File: src/rtl/acc_alu_pkg.sv
package acc_alu_pkg;
  typedef enum logic [4:0] {
    OP_ADD  = 5'd0,
    OP_ADDC = 5'd1,
    OP_AND  = 5'd2,
    OP_OR   = 5'd3,
    OP_XOR  = 5'd4,
    OP_CPL  = 5'd5,
    OP_CLR  = 5'd6,
    OP_INC  = 5'd7,
    OP_DEC  = 5'd8,
    OP_RL   = 5'd9,
    OP_RLC  = 5'd10,
    OP_RR   = 5'd11,
    OP_RRC  = 5'd12,
    OP_SWAP = 5'd13,
    OP_DA   = 5'd14,
    OP_XCHD = 5'd15,
    OP_CLRC = 5'd16,
    OP_CPLC = 5'd17,
    OP_NOP  = 5'd18
  } alu_op_e;
endpackage

File: src/rtl/acc_alu_arith.sv
module acc_alu_arith
  import acc_alu_pkg::*;
#(
  parameter int W = 8
) (
  input  alu_op_e        op,
  input  logic [W-1:0]   acc,
  input  logic [W-1:0]   opnd,
  input  logic           cy_in,
  output logic [W-1:0]   res,
  output logic           cy_out
);
  localparam int NIB = W / 2;
  localparam logic [W-1:0] ONE     = W'(1);
  localparam logic [W:0]   LO_FIX  = (W+1)'(6);
  localparam logic [W-1:0] HI_FIX  = W'(6 << NIB);
  localparam logic [NIB-1:0] NINE  = NIB'(9);

  logic [W:0] sum;
  logic [W:0] da_stage;
  logic       da_hi;

  always_comb begin
    sum      = {1'b0, acc} + {1'b0, opnd} + {{W{1'b0}}, (op == OP_ADDC) & cy_in};
    da_stage = {1'b0, acc} + ((acc[NIB-1:0] > NINE) ? LO_FIX : '0);
    da_hi    = da_stage[W] | cy_in | (da_stage[W-1:NIB] > NINE);
    res      = acc;
    cy_out   = cy_in;
    unique case (op)
      OP_ADD, OP_ADDC: begin
        res    = sum[W-1:0];
        cy_out = sum[W];
      end
      OP_INC:  res = acc + ONE;
      OP_DEC:  res = acc - ONE;
      OP_DA:   res = da_stage[W-1:0] + (da_hi ? HI_FIX : '0);
      default: res = acc;
    endcase
  end

  always_comb begin
    if (op == OP_INC) AST_INC_STEP: assert ((res - ONE) == acc) else $error("inc step");
    if (op == OP_DEC) AST_DEC_STEP: assert ((res + ONE) == acc) else $error("dec step");
  end
endmodule

File: src/rtl/acc_alu_logic.sv
module acc_alu_logic
  import acc_alu_pkg::*;
#(
  parameter int W = 8
) (
  input  alu_op_e        op,
  input  logic [W-1:0]   acc,
  input  logic [W-1:0]   opnd,
  input  logic [W-1:0]   mem,
  input  logic           cy_in,
  output logic [W-1:0]   res,
  output logic           cy_out,
  output logic [W-1:0]   mem_out,
  output logic           mem_we
);
  localparam int NIB = W / 2;

  always_comb begin
    res     = acc;
    cy_out  = cy_in;
    mem_out = mem;
    mem_we  = 1'b0;
    unique case (op)
      OP_AND:  res = acc & opnd;
      OP_OR:   res = acc | opnd;
      OP_XOR:  res = acc ^ opnd;
      OP_CPL:  res = ~acc;
      OP_CLR:  res = '0;
      OP_RL:   res = {acc[W-2:0], acc[W-1]};
      OP_RR:   res = {acc[0], acc[W-1:1]};
      OP_RLC: begin
        res    = {acc[W-2:0], cy_in};
        cy_out = acc[W-1];
      end
      OP_RRC: begin
        res    = {cy_in, acc[W-1:1]};
        cy_out = acc[0];
      end
      OP_SWAP: res = {acc[NIB-1:0], acc[W-1:NIB]};
      OP_XCHD: begin
        res     = {acc[W-1:NIB], mem[NIB-1:0]};
        mem_out = {mem[W-1:NIB], acc[NIB-1:0]};
        mem_we  = 1'b1;
      end
      OP_CLRC: cy_out = 1'b0;
      OP_CPLC: cy_out = ~cy_in;
      default: res = acc;
    endcase
  end

  always_comb begin
    if (op == OP_RL || op == OP_RR || op == OP_SWAP)
      AST_ROT_ONES: assert ($countones(res) == $countones(acc)) else $error("rotate ones");
    if (op == OP_RLC || op == OP_RRC)
      AST_RC_NINE_BITS: assert ($countones({res, cy_out}) == $countones({acc, cy_in})) else $error("rc ones");
  end
endmodule

File: src/rtl/acc_alu_top.sv
module acc_alu_top
  import acc_alu_pkg::*;
#(
  parameter int W = 8
) (
  input  logic [4:0]   op_i,
  input  logic [1:0]   src_i,
  input  logic [W-1:0] acc_i,
  input  logic [W-1:0] reg_i,
  input  logic [W-1:0] mem_i,
  input  logic [W-1:0] imm_i,
  input  logic         cy_i,
  output logic [W-1:0] acc_o,
  output logic         cy_o,
  output logic         cy_we_o,
  output logic [W-1:0] mem_o,
  output logic         mem_we_o
);
  localparam int NIB = W / 2;

  alu_op_e      op;
  logic [W-1:0] opnd;
  logic [W-1:0] a_res, l_res;
  logic         a_cy, l_cy;
  logic         is_arith;

  assign op = alu_op_e'(op_i);

  always_comb begin
    unique case (src_i)
      2'd1:    opnd = mem_i;
      2'd2:    opnd = imm_i;
      default: opnd = reg_i;
    endcase
  end

  acc_alu_arith #(.W(W)) u_arith (
    .op(op), .acc(acc_i), .opnd(opnd), .cy_in(cy_i),
    .res(a_res), .cy_out(a_cy)
  );

  acc_alu_logic #(.W(W)) u_logic (
    .op(op), .acc(acc_i), .opnd(opnd), .mem(mem_i), .cy_in(cy_i),
    .res(l_res), .cy_out(l_cy), .mem_out(mem_o), .mem_we(mem_we_o)
  );

  always_comb begin
    is_arith = (op == OP_ADD) || (op == OP_ADDC) || (op == OP_INC) ||
               (op == OP_DEC) || (op == OP_DA);
    cy_we_o  = (op == OP_ADD) || (op == OP_ADDC) || (op == OP_RLC) ||
               (op == OP_RRC) || (op == OP_CLRC) || (op == OP_CPLC);
    acc_o    = is_arith ? a_res : l_res;
    cy_o     = cy_we_o ? (is_arith ? a_cy : l_cy) : cy_i;
  end

  always_comb begin
    AST_MEM_HIGH_KEPT: assert (mem_o[W-1:NIB] == mem_i[W-1:NIB]) else $error("mem high");
    if (!mem_we_o)
      AST_MEM_PASS: assert (mem_o == mem_i) else $error("mem pass");
    if (mem_we_o)
      AST_MEM_ACC_HIGH: assert (acc_o[W-1:NIB] == acc_i[W-1:NIB]) else $error("xchd acc");
    if (!cy_we_o)
      AST_CARRY_HELD: assert (l_cy == cy_i || is_arith) else $error("carry held");
  end
endmodule

File: config.mk
export PLATFORM = sky130hd
export DESIGN_NAME = acc_alu_top
export DESIGN_NICKNAME = d
export VERILOG_FILES = /design/src/rtl/acc_alu_pkg.sv /design/src/rtl/acc_alu_arith.sv /design/src/rtl/acc_alu_logic.sv /design/src/rtl/acc_alu_top.sv
export SDC_FILE = /design/constraint.sdc
export NUM_CORES = 1
export LEC_CHECK = 0
export BUFFER_PORTS_ARGS = -buffer_cell sky130_fd_sc_hd__buf_2
export CAP_MARGIN = 20
export CORE_MARGIN = 3
export CORE_UTILIZATION = 57
export DETAILED_ROUTE_END_ITERATION = 6
export GPL_TIMING_DRIVEN = 0
export PLACE_DENSITY = 0.95
export RECOVER_POWER = 50
export REMOVE_ABC_BUFFERS = 1
export SETUP_SLACK_MARGIN = 0.5
export SYNTH_ARGS = -nofsm -noshare
export SYNTH_HDL_FRONTEND = slang
export SYNTH_SLANG_ARGS = --single-unit
File: constraint.sdc
create_clock -name vclk -period 4.1
set_clock_uncertainty 0.1 [all_clocks]
set_input_delay 0.41 -clock vclk [all_inputs]
set_output_delay 0.41 -clock vclk [all_outputs]
set_load 0.005 [all_outputs]
==> results.cfg <==
[detailed_routing]
via_per_inst = 7.56
drc = 49
ant_nets = 0
route.detailed.wl_per_inst_um = 24.7
vias = 3162
drtPass1Iterations = 7
wl_um = 10300
drtIter0Drc = 700

[pwr]
cellPowerDensity_nw_per_um2 = 140
power_frac_seq_pct = 0
p_sw_share_pct = 57.6
p_leak_nw = 1.29
total_power_uw = 414
p_switching_uw = 238
peakVddDrop_mv = 0.0962
pwr-share-comb_pct = 100.0
power.share.clock_pct = 0
p_int_uw = 176

[setup_path]
cp.required_ns = 3.59
cp-end-kind = output pin
start_kind = input pin
criticalPathCategory = input pin to output pin
worstSetupEndpoint = acc_o[7]
arrival_ns = 3.37
critPathLaunch = acc_i[3]
crit_path_max_fanout = 6

[floorplan]
ioPinCount = 59
coreArea_um2 = 3520
dieArea_um2 = 4650
die_h_um = 68.2
die_x_um = 68.2
initial_core_util_pct = 62.6
placementRows = 21

[placed_design]
post_dp_cell_area_um2 = 2410
placed_cells = 390
io_buffers = 59
gp_congestion = 0.964
dp.final_hpwl_um = 5100
pre_cts_slack_ns = -0.205

[final_layout]
fin_nets = 445
nClkBuffers = 0
fin_area_um2 = 2960
final_core_util_pct = 84.2
areaGrowthSynthToFinish_pct = 34.4
seq_area_um2 = 0
antenna_cells = 0
instances_no_fill = 418
seq_cells = 0
drive_gt1_share_pct = 34.9

[timing]
period_needed_ns = 3.88
final_hold_viol_count = 0
clock.fmax_mhz = 258
whs_ns = 0.918
finalWorstSetupSlack_ns = 0.218
finalCritPeriodShare_pct = 94.7
setup_viol_count_final = 0
worstMarginPinSlew_ns = 1.05
rsz0062_at_grt = yes
slew_headroom_pct = 29.2
fin_setup_tns_ns = 0
drv_slew = 0

[synth]
yosys_warnings = 0
syn_inst = 309
avgSynthCellArea_um2 = 7.13
syn_area_um2 = 2200
synth.distinct_cells = 60
ys_seq_area_share_pct = 0

[grt]
grt.overflow.total = 0
grt_pass1_wl_um = 13300
antenna_found_initial = 0
grt_use_total_pct = 37.0
grt_pass1_vias = 2683
grt_max_degree = 30

[job]
max-cap-violations = 0

[status]
violations = design-rule violations
status = complete, but fails checks

[hold_path]
hp-class = input pin to output pin
==> placed cells by master, fill, tap and decap left out, types with 4 or more instances in the layout <==
cell | netlist | routed
nor2_1 | 24 | 25
nand3b_1 | 4 | 4
nand2b_1 | 5 | 5
nand2_1 | 21 | 21
inv_1 | 25 | 20
mux2_2 | 5 | 5
o21ai_0 | 14 | 10
buf_4 | 11 | 24
xnor2_1 | 13 | 10
nor3_1 | 7 | 6
a222oi_1 | 11 | 11
o21ai_1 | 7 | 9
buf_2 | 3 | 48
mux2i_1 | 4 | 4
nand3_1 | 8 | 5
a22oi_1 | 13 | 11
xor2_1 | 4 | 4
buf_12 | 0 | 5
ha_4 | 0 | 5
ha_1 | 27 | 22
nor2b_1 | 4 | 4
o211ai_1 | 7 | 7
a21oi_1 | 18 | 15
clkbuf_1 | 9 | 6
==> how the worst min path moves through the flow <==
stage               startpoint       end  slack (ns)  depth (start not counted)
finish                mem_i[6]  mem_o[6]        0.92                          2
detailed placement    mem_i[7]  mem_o[7]        0.90                          2
global route          mem_i[7]  mem_o[7]        0.93                          2
floorplan             mem_i[4]  mem_o[4]        0.72                          0
global placement      mem_i[5]  mem_o[5]        0.90                          2
CTS                   mem_i[5]  mem_o[5]        0.90                          2
==> power groups by stage <==
stage | combinational (mW) | sequential [mW] | clock, mW
6_report | 0.414 | 0 | 0
3_5_place_dp | 0.291 | 0 | 0
3_3_place_gp | 0.283 | 0 | 0
4_1_cts | 0.338 | 0 | 0
5_1_grt | 0.435 | 0 | 0
2_1_floorplan | 0.185 | 0 | 0
==> routing by layer <==
layer  routed length (um)  GRT usage, %  vias to the layer above
met2                 4570          63.2                      350
met5                    0             0                        -
met3                 1400          5.09                      140
met4                 1010          15.6                        0
li1                     -             -                     1287
met1                 3350          46.1                     1385
==> Yosys cell counts, types with 3 or more instances <==
cell	number	share of area (%)
a21oi_1	18	4.1
nor2b_1	4	1.1
a222oi_1	11	5.0
ha_1	27	15
o21ai_0	14	3.2
clkbuf_1	9	1.5
xnor2_1	13	5.2
xor2_1	4	1.6
inv_1	25	4.3
o21ai_1	7	1.6
a22oi_1	13	4.4
buf_2	3	0.68
nand2_1	21	3.6
a21o_1	3	1.0
a221oi_1	4	1.6
nor3_1	7	1.6
mux2_2	5	2.6
o211ai_1	7	2.4
nand2b_1	5	1.4
buf_4	11	3.7
o21bai_1	4	1.4
nor2_1	24	4.1
mux2i_1	4	1.8
fa_1	4	3.6
a211oi_1	5	1.7
nand3b_1	4	1.4
a31oi_1	3	0.85
nand3_1	8	1.8
==> critical path, stage by stage <==
cell and delay (ns):
buf_12 0.11, inv_6 0.05, a21oi_4 0.13, ha_4 0.19, ha_4 0.14, o211ai_1 0.15
buf_4 0.21, o31ai_4 0.28, nand3_4 0.12, buf_4 0.15, fa_2 0.37, xnor2_2 0.16
xnor2_2 0.17, a21oi_1 0.15, nand4_1 0.13, a221o_1 0.31, buf_2 0.14
==> logic make-up after synthesis <==
logic type | after synthesis | share of synthesized area (%)
fa+ha+maj | 31 | 19.0
xor+xnor | 17 | 6.75
compound gates | 107 | 35.0
mux | 9 | 4.37
simple gates | 96 | 24.2
buf+inv | 49 | 10.7
==> layout make-up <==
class	count	area, um2
Inverter	25	114
Fill cell	208	558
Timing Repair Buffer	87	581
Tap cell	46	57.6
Multi-Input combinational cell	260	2210
==> what timing repair did <==
action                                  CTS  global route
resized for setup                        56            21
hold buffers                              0             0
pin swaps                                17            26
endpoints found under the setup margin    7             6
setup buffers                            15            13
Note: power is estimated with default switching activity, not from simulation.
